<file path="src/rtl/cs_sram_pkg.sv">
package cs_sram_pkg;
  localparam int TW  = 3;   // width of a 0..7 timing field
  localparam int WCW = 4;   // width of the coded wait field
  localparam int LW  = 6;   // phase length counter width (max 26)
  localparam int NPH = 6;   // idle, setup, lead, strobe, trail, hold

  typedef enum logic [2:0] {
    PH_IDLE = 3'd0,
    PH_GAP  = 3'd1,
    PH_SU   = 3'd2,
    PH_LEAD = 3'd3,
    PH_STR  = 3'd4,
    PH_TRL  = 3'd5,
    PH_HOLD = 3'd6
  } phase_e;

  // Coded wait count: linear to 9, then steps of 2 to 17, then steps of 4.
  function automatic logic [LW-1:0] wait_cycles(input logic [WCW-1:0] code);
    logic [LW-1:0] v;
    v = {{(LW-WCW){1'b0}}, code};
    if (code <= WCW'(9))       return v;
    else if (code <= WCW'(13)) return (v << 1) - LW'(9);
    else                       return (v << 2) - LW'(35);
  endfunction
endpackage

</file>
<file path="src/rtl/cs_sram_gap_sel.sv">
module cs_sram_gap_sel #(
  parameter int AREA_W = 2
) (
  input  logic              clk,
  input  logic              rst_n,
  input  logic              accept,
  input  logic              req_write,
  input  logic [AREA_W-1:0] req_area,
  input  logic [2:0]        g_ww,
  input  logic [2:0]        g_rw_same,
  input  logic [2:0]        g_rw_diff,
  input  logic [2:0]        g_rr_same,
  input  logic [2:0]        g_rr_diff,
  output logic [2:0]        gap
);
  logic              have_prev;
  logic              prev_wr;
  logic [AREA_W-1:0] prev_area;
  logic              same;

  assign same = (prev_area == req_area);

  always_comb begin
    gap = 3'd0;
    if (have_prev) begin
      unique case ({prev_wr, req_write})
        2'b11:   gap = g_ww;
        2'b01:   gap = same ? g_rw_same : g_rw_diff;
        2'b00:   gap = same ? g_rr_same : g_rr_diff;
        default: gap = 3'd0;  // write then read
      endcase
    end
  end

  always_ff @(posedge clk or negedge rst_n) begin
    if (!rst_n) begin
      have_prev <= 1'b0;
      prev_wr   <= 1'b0;
      prev_area <= '0;
    end else if (accept) begin
      have_prev <= 1'b1;
      prev_wr   <= req_write;
      prev_area <= req_area;
    end
  end
endmodule

</file>
<file path="src/rtl/cs_sram_phase_ctl.sv">
module cs_sram_phase_ctl
  import cs_sram_pkg::*;
(
  input  logic                    clk,
  input  logic                    rst_n,
  input  logic                    start,
  input  logic [NPH-1:0][LW-1:0]  lens_in,
  output phase_e                  phase,
  output phase_e                  phase_nxt,
  output logic                    last
);
  logic [NPH-1:0][LW-1:0] lens_q;
  logic [NPH-1:0][LW-1:0] lens_use;
  logic [LW-1:0]          cnt, cnt_nxt;

  assign lens_use = (phase == PH_IDLE) ? lens_in : lens_q;
  assign last     = (cnt == '0);

  // Walk to the next phase with a non-zero length; empty phases are skipped.
  always_comb begin
    int  from;
    logic search, found;
    phase_nxt = phase;
    cnt_nxt   = cnt;
    search    = 1'b0;
    found     = 1'b0;
    from      = 0;
    if (phase == PH_IDLE) begin
      search = start;
    end else if (cnt != '0) begin
      cnt_nxt = cnt - LW'(1);
    end else begin
      search = 1'b1;
      from   = int'(phase);
    end
    if (search) begin
      phase_nxt = PH_IDLE;
      for (int i = 0; i < NPH; i++) begin
        if (!found && i >= from && lens_use[i] != '0) begin
          found     = 1'b1;
          phase_nxt = phase_e'(3'(i + 1));
          cnt_nxt   = lens_use[i] - LW'(1);
        end
      end
    end
  end

  always_ff @(posedge clk or negedge rst_n) begin
    if (!rst_n) begin
      phase  <= PH_IDLE;
      cnt    <= '0;
      lens_q <= '0;
    end else begin
      phase <= phase_nxt;
      cnt   <= cnt_nxt;
      if (start) lens_q <= lens_in;
    end
  end
endmodule

</file>
<file path="src/rtl/cs_sram_seq.sv">
module cs_sram_seq
  import cs_sram_pkg::*;
#(
  parameter int ADDR_W = 16,
  parameter int DATA_W = 16,
  parameter int AREA_W = 2
) (
  input  logic              clk,
  input  logic              rst_n,
  input  logic              req_valid,
  output logic              req_ready,
  input  logic              req_write,
  input  logic [ADDR_W-1:0] req_addr,
  input  logic [DATA_W-1:0] req_wdata,
  input  logic [AREA_W-1:0] req_area,
  output logic              done,
  output logic [DATA_W-1:0] rdata,
  input  logic [2:0]        cfg_addr_setup,
  input  logic [2:0]        cfg_addr_hold,
  input  logic [2:0]        cfg_cs_rd,
  input  logic [2:0]        cfg_rd_cs,
  input  logic [2:0]        cfg_cs_we,
  input  logic [2:0]        cfg_we_cs,
  input  logic [3:0]        cfg_wait,
  input  logic              cfg_rd_ext,
  input  logic              cfg_bs_long,
  input  logic [2:0]        cfg_gap_ww,
  input  logic [2:0]        cfg_gap_rw_same,
  input  logic [2:0]        cfg_gap_rw_diff,
  input  logic [2:0]        cfg_gap_rr_same,
  input  logic [2:0]        cfg_gap_rr_diff,
  output logic [ADDR_W-1:0] bus_addr,
  output logic              bus_cs_n,
  output logic              bus_rd_n,
  output logic              bus_we_n,
  output logic              bus_bs_n,
  output logic [DATA_W-1:0] bus_dout,
  output logic              bus_doe,
  input  logic [DATA_W-1:0] bus_din
);
  phase_e                 phase, phase_nxt;
  logic                   last, accept;
  logic [2:0]             gap;
  logic [NPH-1:0][LW-1:0] lens_in;
  logic [LW-1:0]          str_len;

  logic              wr_q, bsl_q, bs_more;
  logic [ADDR_W-1:0] addr_q;
  logic [DATA_W-1:0] wd_q;
  logic              wr_eff, bsl_eff, in_cs_nxt, drive_nxt;
  logic [ADDR_W-1:0] addr_eff;
  logic [DATA_W-1:0] wd_eff;

  assign req_ready = (phase == PH_IDLE);
  assign accept    = req_valid && req_ready;

  cs_sram_gap_sel #(.AREA_W(AREA_W)) u_gap (
    .clk       (clk),
    .rst_n     (rst_n),
    .accept    (accept),
    .req_write (req_write),
    .req_area  (req_area),
    .g_ww      (cfg_gap_ww),
    .g_rw_same (cfg_gap_rw_same),
    .g_rw_diff (cfg_gap_rw_diff),
    .g_rr_same (cfg_gap_rr_same),
    .g_rr_diff (cfg_gap_rr_diff),
    .gap       (gap)
  );

  always_comb begin
    str_len = wait_cycles(cfg_wait) + LW'(1);
    if (cfg_bs_long && str_len < LW'(2)) str_len = LW'(2);
    lens_in[0] = LW'(gap);
    lens_in[1] = LW'(cfg_addr_setup);
    lens_in[2] = req_write ? LW'(cfg_cs_we) : LW'(cfg_cs_rd);
    lens_in[3] = str_len;
    lens_in[4] = req_write ? LW'(cfg_we_cs) : LW'(cfg_rd_cs) + LW'(cfg_rd_ext);
    lens_in[5] = LW'(cfg_addr_hold);
  end

  cs_sram_phase_ctl u_phase (
    .clk       (clk),
    .rst_n     (rst_n),
    .start     (accept),
    .lens_in   (lens_in),
    .phase     (phase),
    .phase_nxt (phase_nxt),
    .last      (last)
  );

  assign wr_eff    = accept ? req_write   : wr_q;
  assign bsl_eff   = accept ? cfg_bs_long : bsl_q;
  assign addr_eff  = accept ? req_addr    : addr_q;
  assign wd_eff    = accept ? req_wdata   : wd_q;
  assign in_cs_nxt = (phase_nxt == PH_LEAD) || (phase_nxt == PH_STR) || (phase_nxt == PH_TRL);
  assign drive_nxt = (phase_nxt == PH_SU) || (phase_nxt == PH_LEAD) || (phase_nxt == PH_STR);

  always_ff @(posedge clk or negedge rst_n) begin
    if (!rst_n) begin
      wr_q     <= 1'b0;
      bsl_q    <= 1'b0;
      addr_q   <= '0;
      wd_q     <= '0;
      bus_addr <= '0;
      bus_dout <= '0;
      bus_doe  <= 1'b0;
      bus_cs_n <= 1'b1;
      bus_rd_n <= 1'b1;
      bus_we_n <= 1'b1;
      bus_bs_n <= 1'b1;
      bs_more  <= 1'b0;
      done     <= 1'b0;
      rdata    <= '0;
    end else begin
      if (accept) begin
        wr_q   <= req_write;
        bsl_q  <= cfg_bs_long;
        addr_q <= req_addr;
        wd_q   <= req_wdata;
      end
      bus_cs_n <= !in_cs_nxt;
      bus_rd_n <= !((phase_nxt == PH_STR) && !wr_eff);
      bus_we_n <= !((phase_nxt == PH_STR) && wr_eff);
      bus_doe  <= in_cs_nxt && wr_eff;
      if (drive_nxt) begin
        bus_addr <= addr_eff;
        bus_dout <= wd_eff;
      end
      if ((phase_nxt == PH_STR) && (phase != PH_STR)) begin
        bus_bs_n <= 1'b0;
        bs_more  <= bsl_eff;
      end else if ((phase_nxt == PH_STR) && !bus_bs_n && bs_more) begin
        bus_bs_n <= 1'b0;
        bs_more  <= 1'b0;
      end else begin
        bus_bs_n <= 1'b1;
        bs_more  <= 1'b0;
      end
      done <= (phase != PH_IDLE) && (phase_nxt == PH_IDLE);
      if ((phase == PH_STR) && last && !wr_q) rdata <= bus_din;
    end
  end
endmodule

</file>
<file path="config.mk">
export PLATFORM = sky130hd
export DESIGN_NAME = cs_sram_seq
export DESIGN_NICKNAME = d
export VERILOG_FILES = /design/src/rtl/cs_sram_pkg.sv /design/src/rtl/cs_sram_gap_sel.sv /design/src/rtl/cs_sram_phase_ctl.sv /design/src/rtl/cs_sram_seq.sv
export SDC_FILE = /design/constraint.sdc
export NUM_CORES = 1
export LEC_CHECK = 0
export ABC_AREA = 1
export BUFFER_PORTS_ARGS = -buffer_cell sky130_fd_sc_hd__buf_2
export CORE_ASPECT_RATIO = 1.75
export CORE_MARGIN = 3
export CORE_UTILIZATION = 40
export CTS_CLUSTER_SIZE = 40
export DETAILED_ROUTE_END_ITERATION = 10
export PLACE_DENSITY = 0.69
export SETUP_SLACK_MARGIN = 0.2
export SYNTH_ARGS = -nofsm -noshare
export SYNTH_HDL_FRONTEND = slang
export SYNTH_SLANG_ARGS = --single-unit
</file>
<file path="constraint.sdc">
create_clock -name clk -period 2.9 [get_ports clk]
set_input_delay 0.145 -clock clk [delete_from_list [all_inputs] [get_ports clk]]
set_output_delay 0.145 -clock clk [all_outputs]
set_load 0.05 [all_outputs]
</file>
* Word-level counts from Yosys, hierarchy flattened
Index checks and enable logic that the tools add are counted.
W data, S select, Z words.
** Word-level totals
- RAM bits :: 0
- Input port bits :: 93
- Memories :: 0
- Word-level logic and storage cells :: 150
- Flip-flop bits (word level) :: 129
- Latch bits :: 0
- Bits in read-only memories :: 0
- Output and inout bits :: 55
** Operators by class
- $mul :: 0
- Eq/ne operators :: 9
- Add/subtract/negate cells :: 11
- Mux-type cells :: 47
- Order comparisons :: 9
- Reduce and logical (&&, ||, !) cells :: 49
- Div/mod/pow operators :: 0
- Shift operators :: 0
- Bitwise operators :: 0
** Operators by type and width (number)
- $mux W6 :: 12
- $reduce_bool A6 Y1 :: 7
- $sub A6 B1 Y6 const B :: 7
- $mux W33 :: 1
- $mux W16 :: 2
- $mux W3 :: 10
- $logic_and A1 B1 Y1 :: 22
- $mux W1 :: 18
- $logic_not A1 Y1 :: 11
- $eq A3 B3 Y1 const B :: 3
- $pmux W3 S3 :: 1
- $le A4 B4 Y1 const B :: 2
- $add A6 B1 Y6 const B :: 1
- $eq A3 B2 Y1 const B :: 2
- $ge A1 B3 Y1 const A :: 2
- $ge A2 B3 Y1 const A :: 2
- $ge A3 B3 Y1 const A :: 2
- $logic_not A3 Y1 :: 2
- $logic_not A6 Y1 :: 1
- $lt A6 B2 Y1 const B :: 1
- $sub A5 B4 Y6 const B :: 1
- $sub A6 B6 Y6 const B :: 1
- $add A3 B1 Y4 :: 1
- $logic_or A1 B1 Y1 :: 4
- other kinds (8) :: 9

* Longest topological paths before layout
Gate-level depths: netlist of the first run.
- Depth after elaboration :: 42
- Depth in mapped cells :: 31
- Mapped depth without buffers :: 30

* Cells and area by module
Synthesis of the first run repeated with hierarchy kept, for this count alone.
** Unflattened totals
- Cell total of the unflattened synthesis :: 1032
- Area total of the unflattened synthesis :: 8042.7 µm²
** By module, submodules not included
- cs_sram_phase_ctl :: area an instance 3893.7 µm², sequential area each 1126.1 µm², cells each 576, instances 1
- cs_sram_seq :: area an instance 3743.6 µm², sequential area each 2232.1 µm², cells each 392, instances 1
- cs_sram_gap_sel :: area an instance 405.4 µm², sequential area each 100.1 µm², cells each 64, instances 1

* Least setup slack after synthesis of the first run
OpenSTA, ideal clock, no wires.
- Kind :: input to register
- Start point :: input port cfg_wait[1]
- End point :: register bus_addr[0]
- Buffers on the path :: 1
- Stages on the path :: 30
- Setup time :: 118 ps
- Arrival time :: 3235 ps
- Slack :: -454 ps
- Required time :: 2782 ps
- Cell sequence :: inv_1 > ha_1 > nor2_4 > nor2_2 > nor2_4 > nand2_1 > nand2_1 > inv_1 > ha_1 > inv_1 > nand2_1 > nand3b_1 > nor2_1 > nand3_1 > nand2_1 > nand2_1 > o21ai_1 > ha_1 > nand3_2 > nor2_2 > nand3_2 > nand2_4 > nand4_4 > nand3_2 > nand2_4 > nand3_4 > nand2_4 > buf_4 > nand2_1 > nand2_1
** Between the ends
- Longest elaborated chain between the ends :: 25
- Elaborated cells between the ends (all ways) :: 32
- Classes of those cells :: add/sub: 3; order compare: 3; eq/ne: 3; mux: 12; reduce/logical: 11
** RTL lines
- start, declared :: RTL line cs_sram_seq.sv:24 : input logic [3:0] cfg_wait,
- $sub A6 B6 Y6 (tied with other cells) :: RTL line cs_sram_pkg.sv:23 : else return (v << 2) - LW'(35);
- $mux W6 :: RTL line cs_sram_pkg.sv:22 : else if (code <= WCW'(13)) return (v << 1) - LW'(9);
- $mux W6 * :: RTL line cs_sram_pkg.sv:21 : if (code <= WCW'(9)) return v;
- $add A6 B1 Y6 * :: RTL line cs_sram_seq.sv:72 : str_len = wait_cycles(cfg_wait) + LW'(1);
- $lt A6 B2 Y1 :: RTL line cs_sram_seq.sv:73 : if (cfg_bs_long && str_len < LW'(2)) str_len = LW'(2);
- $logic_and A1 B1 Y1 :: RTL line cs_sram_seq.sv:73
- $mux W6 * :: RTL line cs_sram_seq.sv:73
- $mux W33 * :: RTL line cs_sram_phase_ctl.sv:16 : assign lens_use = (phase == PH_IDLE) ? lens_in : lens_q;
- [8 not listed]
- $mux W1 :: RTL line cs_sram_phase_ctl.sv:36 : if (search) begin
- $logic_not A1 Y1 :: RTL line cs_sram_phase_ctl.sv:39 : if (!found && i >= from && lens_use[i] != '0) begin
- $logic_and A1 B1 Y1 (2 in series) :: RTL line cs_sram_phase_ctl.sv:39
- $mux W3 * :: RTL line cs_sram_phase_ctl.sv:39
- $mux W3 * :: RTL line cs_sram_phase_ctl.sv:36
- $eq A3 B2 Y1 :: RTL line cs_sram_seq.sv:97 : assign drive_nxt = (phase_nxt == PH_SU) || (phase_nxt == PH_LEAD) || (phase_nxt == PH_STR);
- $logic_or A1 B1 Y1 :: RTL line cs_sram_seq.sv:97
- $logic_or A1 B1 Y1 * :: RTL line cs_sram_seq.sv:97
- end signal, assigned :: RTL line cs_sram_seq.sv:127 : bus_addr <= addr_eff;
- end, declared :: RTL line cs_sram_seq.sv:32 : output logic [ADDR_W-1:0] bus_addr,
Mark *: on every way between the ends. The rest lies on a longest branch, timed or not. The select of a mux whose other input is x is not followed.
A chain may end at the register's enable or synchronous reset.

* Final worst setup path of the first run
- Start point :: input port cfg_wait[1]
- End point :: register bus_dout[13]
** Between the ends
- Longest elaborated chain between the ends :: 25
- Elaborated cells between the ends (all ways) :: 32
- Classes of those cells :: add/sub: 3; order compare: 3; eq/ne: 3; mux: 12; reduce/logical: 11
** RTL lines
- $sub A6 B6 Y6 (tied with other cells) :: RTL line cs_sram_pkg.sv:23
- $mux W6 :: RTL line cs_sram_pkg.sv:22
- $mux W6 * :: RTL line cs_sram_pkg.sv:21
- $add A6 B1 Y6 * :: RTL line cs_sram_seq.sv:72
- $lt A6 B2 Y1 :: RTL line cs_sram_seq.sv:73
- $logic_and A1 B1 Y1 :: RTL line cs_sram_seq.sv:73
- $mux W6 * :: RTL line cs_sram_seq.sv:73
- $mux W33 * :: RTL line cs_sram_phase_ctl.sv:16
- [8 not listed]
- $mux W1 :: RTL line cs_sram_phase_ctl.sv:36
- $logic_not A1 Y1 :: RTL line cs_sram_phase_ctl.sv:39
- $logic_and A1 B1 Y1 (2 in series) :: RTL line cs_sram_phase_ctl.sv:39
- $mux W3 * :: RTL line cs_sram_phase_ctl.sv:39
- $mux W3 * :: RTL line cs_sram_phase_ctl.sv:36
- $eq A3 B2 Y1 :: RTL line cs_sram_seq.sv:97
- $logic_or A1 B1 Y1 :: RTL line cs_sram_seq.sv:97
- $logic_or A1 B1 Y1 * :: RTL line cs_sram_seq.sv:97
- end signal, assigned :: RTL line cs_sram_seq.sv:128 : bus_dout <= wd_eff;
- end, declared :: RTL line cs_sram_seq.sv:37 : output logic [DATA_W-1:0] bus_dout,
Marks and branches as above.

==> results of run 1 <==
[per-stage QoR]
step	instances	hold WS (ns)	area (um2)	worst slack [ns]
floorplan	833	-0.151	6760	-0.330
global placement	1252	0.228	8250	-0.612
detailed placement	1252	0.231	8250	-0.726
CTS	1374	0.00413	10000	-0.0590
global route	1381	0.0336	10200	-0.426
finish	1381	0.0234	10200	-0.237
[logic make-up (layout without fill, tap and decap cells)]
kind of cell               after synthesis  after routing  share of synthesized area
and+or+nand+nor                        489            492                      0.330
muxes                                   20             20                     0.0329
buffers and inverters                  102            422                     0.0630
AOI/OAI and AO/OA                       67             67                     0.0559
DFF                                    124            124                      0.464
xor gates and xnor gates                11             11                     0.0166
other                                    0              1                          0
adders and majority gates               20             20                     0.0374
[sequential cells by signal (all words and copies together) (netlist names), 2 cells and up]
register,count
wd_q,16
rdata,16
u_phase.lens_q,22
u_gap.prev_area,2
bus_addr,16
u_phase.phase,3
addr_q,16
u_phase.cnt,6
bus_dout,16
[Yosys cell counts (8+ instances only)]
| cell | number |
|---|---|
| nand2_1 | 305 |
| dfrtp_1 | 120 |
| nand3_1 | 76 |
| inv_1 | 62 |
| nor2_1 | 46 |
| o21ai_0 | 36 |
| ha_1 | 20 |
| a21oi_1 | 17 |
| mux2_2 | 16 |
| buf_2 | 11 |
| clkbuf_1 | 11 |
| or2_2 | 9 |
| inv_2 | 8 |
| nand3_2 | 8 |
| nand4_1 | 8 |
[cell type report]
class | instances | area [um2] | share of cell area
antenna | 1 | 2.50 | 0.000245
clock buffer | 17 | 425 | 0.0417
clock inverter | 15 | 133 | 0.0130
inverter | 72 | 295 | 0.0289
multi-input combinational | 610 | 3580 | 0.351
sequential | 124 | 3110 | 0.304
tap | 224 | 280 | 0.0274
timing repair buffer | 318 | 2380 | 0.233
[report_power, final]
group | internal [W] | switching [W]
Combinational | 0.00310 | 0.00492
Sequential | 0.00249 | 0.000354
Clock | 0.00113 | 0.000900
Total | 0.00672 | 0.00617
[path summary, 6_finish.rpt]
kind / start / end / slack (ns) / cells after the start
max in group asynchronous: rst_n / u_gap.have_prev / 1.76 / 3
hold / removal: cfg_addr_setup[0] / u_phase.lens_q[6] / 0.02 / 3
min in group asynchronous: rst_n / rdata[5] / 0.30 / 2
setup reg to reg: u_phase.phase[1] / bus_dout[13] / -0.07 / 21
setup / recovery: cfg_wait[1] / bus_dout[13] / -0.24 / 32
hold reg to reg: u_phase.lens_q[30] / u_phase.lens_q[30] / 0.48 / 2
[layer usage]
metal  vias up  wire length [um]
met4         0              1230
met1      3232              7040
met5         -                 0
li1       3277                 -
met3        79               854
met2       196             11900
[worst max-delay path, delay by kind of cell]
family,cells,cell delay [ns]
AO/OA/AOI/OAI,1,0.08
buffers and inverters,6,0.51
AND/OR/NAND/NOR,22,2.15
adder cells (fa/ha/maj),3,0.54
[what timing repair did]
item / 4_1_cts / 5_1_grt
gates cloned: 5 / 0
gates resized for setup: 95 / 41
hold buffers: 54 / 0
endpoints found under the hold margin: 102 / 0
pin swaps: 34 / 16
setup buffers: 31 / 6
setup endpoints to repair: 48 / 49
==> impl_metrics.csv, run 1 <==
group,metric,value,unit
run_status,status,"finished with violations",
run_status,violations,"setup timing",
detailed_routing,route.detailed.drc,0,
grt,use_met1,0.225,
clock_tree,clock_latency,0.42,ns
floorplan,boundaryPins,148,
clock_tree,cts_root_buf,"clkbuf_16",
detailed_routing,wl_per_cell,15.2,um
finish,layout_common_cells,"nand2_1, buf_2, dfrtp_1",
grt,grt_overflow,0,
sta,worst_slack,-0.237,ns
sta,final-setup-viol-count,46,
setup_path,worstPathRequired,3.21,ns
sta,worstMarginPinSlew,0.777,ns
pwr,power,0.0129,W
grt,gr-usage-met2,0.452,
placed_design,io_buffers,147,
synthesis,synth_edf_count,0,
setup_path,cpPeakStageDelay,0.23,ns
grt,grt_pass1_wl,33.8,mm
clock_tree,cts_made_buffers,17,
detailed_routing,vias_per_cell,4.91,
pwr,power_density,1260,nW/um2
floorplan,core-area,16400,um2
synthesis,synthTopCellsByArea,"dfrtp_1, nand2_1, nand3_1",
finish,nFillCells,1423,
synthesis,synth_nets,946,
finish,syn2layout_area_growth,52.6,%
synthesis,dominantRegCellSynth,"dfrtp_1",
floorplan,dieArea,18400,um2
floorplan,start_util,0.407,
placed_design,dp_hpwl,13.3,mm
sta,slew_viol_final,0,
sta,rsz0062_at_grt,"yes",
finish,final_core_util,0.621,
finish,post_route_cells_drive_above_1_share,0.401,
grt,use_met3,0.0387,
synthesis,synth_top_cell_by_area,"dfrtp_1",
synthesis,synth_cell_types,45,
synthesis,synth_area,6690,um2
synthesis,yosysSeqAreaShare,0.464,
setup_path,startpoint_type,"primary input",
grt,antenna_found_initial,1,
sta,relSlewSlack,0.480,
floorplan,fp.dieW,104,um
sta,fin_crit_sh,1.08,
sta,setup_tns,-8.03,ns
job,maxCapViolations,0,
placed_design,gp_congestion,0.909,
clock_tree,cts_tree,"yes",
setup_path,cp-end-kind,"flop",
clock_tree,htreeDepth,4,
sta,hold_viol,0,
sta,max_clock_freq,319,MHz
grt,grt-busiest-layer,"met2",
floorplan,rows,62,
setup_path,crit_slowest_cell,"ha_4",
clock_tree,clock_path_buffers,2,
grt,grt_start_max_net_pins,69,
sta,skew,0.0110,ns
pwr,p_leak,5.35,nW
finish,layout_commonest_cell,"nand2_1",
synthesis,ys_async_sr_fraction,1.00,
floorplan,die_h,177,um
clock_tree,clk_pin_slew,0.06,ns
hold_path,hp-class,"primary input to flop",
synthesis,syn_inst,833,
clock_tree,cts.sinks,124,
finish,final_nets,1256,
synthesis,avgSynthCellArea,8.03,um2
detailed_routing,wl,21.0,mm
setup_path,crit_fanout,8,
detailed_routing,firstDrtPassIters,4,
sta,period_needed,3.14,ns
synthesis,yosys_warnings,0,
grt,track_usage,0.232,
detailed_routing,vias,6784,
setup_path,path_class,"primary input to flop",
grt,grt_pass1_vias,7089,
detailed_routing,drt-initial-drc-count,290,
synthesis,synth_top_area_share,0.449,
setup_path,crit_arrival,3.44,ns
synthesis,ys_ff_latch,124,
setup_path,crit_top_cell,"nand2_2",
pwr,vdd_drop_max,1170,uV
detailed_routing,final_antenna_net_count,0,
Note: power is estimated with default switching activity, not from simulation.
==> run 2, diff against run 1 <==
==> constraint.sdc (replaced) <==
create_clock -name clk -period 2.9 [get_ports clk]
set_input_delay 0.58 -clock clk [delete_from_list [all_inputs] [get_ports clk]]
set_output_delay 0.58 -clock clk [all_outputs]
set_load 0.05 [all_outputs]
==> impl_metrics.csv, run 2 (synthesis gave the netlist of run 1 again) <==
group,metric,value,unit
placed_design,io_buffers,147,
job,maxCapViolations,0,
setup_path,crit_top_cell,"nand2_2",
detailed_routing,wl_per_cell,15.3,um
pwr,p_leak,5.21,nW
finish,post_route_cells_drive_above_1_share,0.420,
hold_path,hp-class,"primary input to asynchronous set/reset pin",
sta,fin_crit_sh,1.21,
finish,regArea,3110,um2
floorplan,boundaryPins,148,
sta,worstMarginPinSlew,0.748,ns
clock_tree,cts_tree,"yes",
clock_tree,htreeDepth,4,
detailed_routing,final_antenna_net_count,0,
grt,grt_start_max_net_pins,69,
detailed_routing,vias,6569,
floorplan,core-area,16400,um2
clock_tree,cts.sinks,124,
clock_tree,cts_made_buffers,17,
sta,period_needed,3.50,ns
clock_tree,cts_hold_buf,0,
sta,hold_viol,0,
grt,antenna_found_initial,1,
floorplan,start_util,0.407,
finish,largest_reg_flops,22,
sta,skew,0.0155,ns
setup_path,cpPeakStageDelay,0.24,ns
finish,layout_commonest_cell,"nand2_1",
clock_tree,clock_latency,0.41,ns
setup_path,path_class,"primary input to flop",
setup_path,startpoint_type,"primary input",
sta,final-setup-viol-count,48,
sta,relSlewSlack,0.500,
floorplan,rows,62,
setup_path,worstPathRequired,3.19,ns
setup_path,crit_slowest_cell,"ha_4",
sta,worst_slack,-0.603,ns
detailed_routing,drt-initial-drc-count,220,
finish,multi_input_area,3620,um2
run_status,status,"finished with violations",
sta,slew_viol_final,0,
run_status,violations,"setup timing",
setup_path,cp-end-kind,"flop",
grt,grt_pass1_vias,6558,
grt,track_usage,0.211,
setup_path,startpoint,"cfg_wait[1]",
detailed_routing,vias_per_cell,4.91,
setup_path,r2r-start,"u_phase.phase[0]",
clock_tree,cts_root_buf,"clkbuf_16",
clock_tree,clock_path_buffers,2,
finish,layout_common_cells,"nand2_1, buf_2, dfrtp_1",
placed_design,gp_congestion,0.945,
finish,top_register,"u_phase.lens_q",
pwr,power_density,1310,nW/um2
pwr,vdd_drop_max,1000,uV
finish,syn2layout_area_growth,46.6,%
floorplan,dieArea,18400,um2
sta,rsz0062_at_grt,"yes",
detailed_routing,route.detailed.drc,0,
detailed_routing,wl,20.5,mm
pwr,power,0.0128,W
detailed_routing,firstDrtPassIters,4,
setup_path,crit_fanout,8,
sta,max_clock_freq,285,MHz
sta,setup_tns,-24.83,ns
floorplan,die_h,177,um
setup_path,crit_arrival,3.80,ns
placed_design,dp_hpwl,13.5,mm
floorplan,fp.dieW,104,um
finish,nFillCells,1460,
grt,grt_overflow,0,
grt,grt_pass1_wl,30.8,mm
finish,final_nets,1212,
clock_tree,clk_pin_slew,0.06,ns
placed_design,pre_cts_ws,-1.12,ns
run 2: changes by cell type in the layout (fill, tap and decap cells not counted), moves of 4 or more:
cell and delta:
nand2_1 +15, buf_4 +14, buf_6 -7, nor2_1 +4, nor2_2 -5, nand3_1 -21, nand2_2 -15, nand3_2 +21
o21ai_0 +4, inv_8 -4, dlygate4sd3_1 -54
run 2: stage by stage:
stage | hold slack, ns | utilization | cell area [um2] | cells
finish | 0.153 | 0.596 | 9810 | 1337
global route | 0.187 | 0.596 | 9810 | 1337
CTS | 0.160 | 0.570 | 9370 | 1324
detailed placement | 0.462 | 0.505 | 8300 | 1260
global placement | 0.454 | 0.505 | 8300 | 1260
floorplan | 0.284 | - | 6760 | 833
run 2: layout make-up:
| class | instances | share of cell area |
|---|---|---|
| repair buffers | 274 | 0.198 |
| clock inverters | 12 | 0.0119 |
| flip-flops and latches | 124 | 0.317 |
| multi-input cells | 610 | 0.369 |
| well taps | 224 | 0.0286 |
| inverters | 72 | 0.0301 |
| clock buffers | 20 | 0.0455 |
| diodes | 1 | 0.000255 |
run 2: worst paths after layout:
path	endpoint	slack [ns]	depth (start not counted)
worst min register to register	u_phase.lens_q[30]	0.48	2
worst min-delay path	wd_q[9]	0.15	1
max in group asynchronous	u_phase.lens_q[2]	1.94	2
worst max-delay path	bus_addr[7]	-0.60	31
worst max register to register	bus_addr[7]	-0.28	17
min in group clk	wd_q[11]	0.38	3
run 2: layer usage:
metal  GRT usage  vias to the layer above  part of all wire
met1       0.202                     3147              0.34
met5           0                        -                 0
met4       0.114                        0             0.043
met3      0.0460                       53             0.037
met2       0.414                      164              0.58
li1            -                     3205                 -
run 2: worst max-delay path: cells and delay by family:
kind	cells	cell delay, ns
AOI/OAI and AO/OA	1	0.07
adders and majority gates	3	0.59
buffers and inverters	5	0.40
and+or+nand+nor	22	2.16
run 2: power by group:
group          internal [W]  total, W  switching, W
combinational       0.00312   0.00798       0.00485
clock               0.00121   0.00201      0.000798
sequential          0.00249   0.00287      0.000376
total               0.00682    0.0128       0.00603
run 2: timing repair:
action	in CTS	in global routing
setup buffers	28	9
resized for setup	46	79
endpoints found under the setup margin	48	48
cloned	4	3
pin swaps	29	26
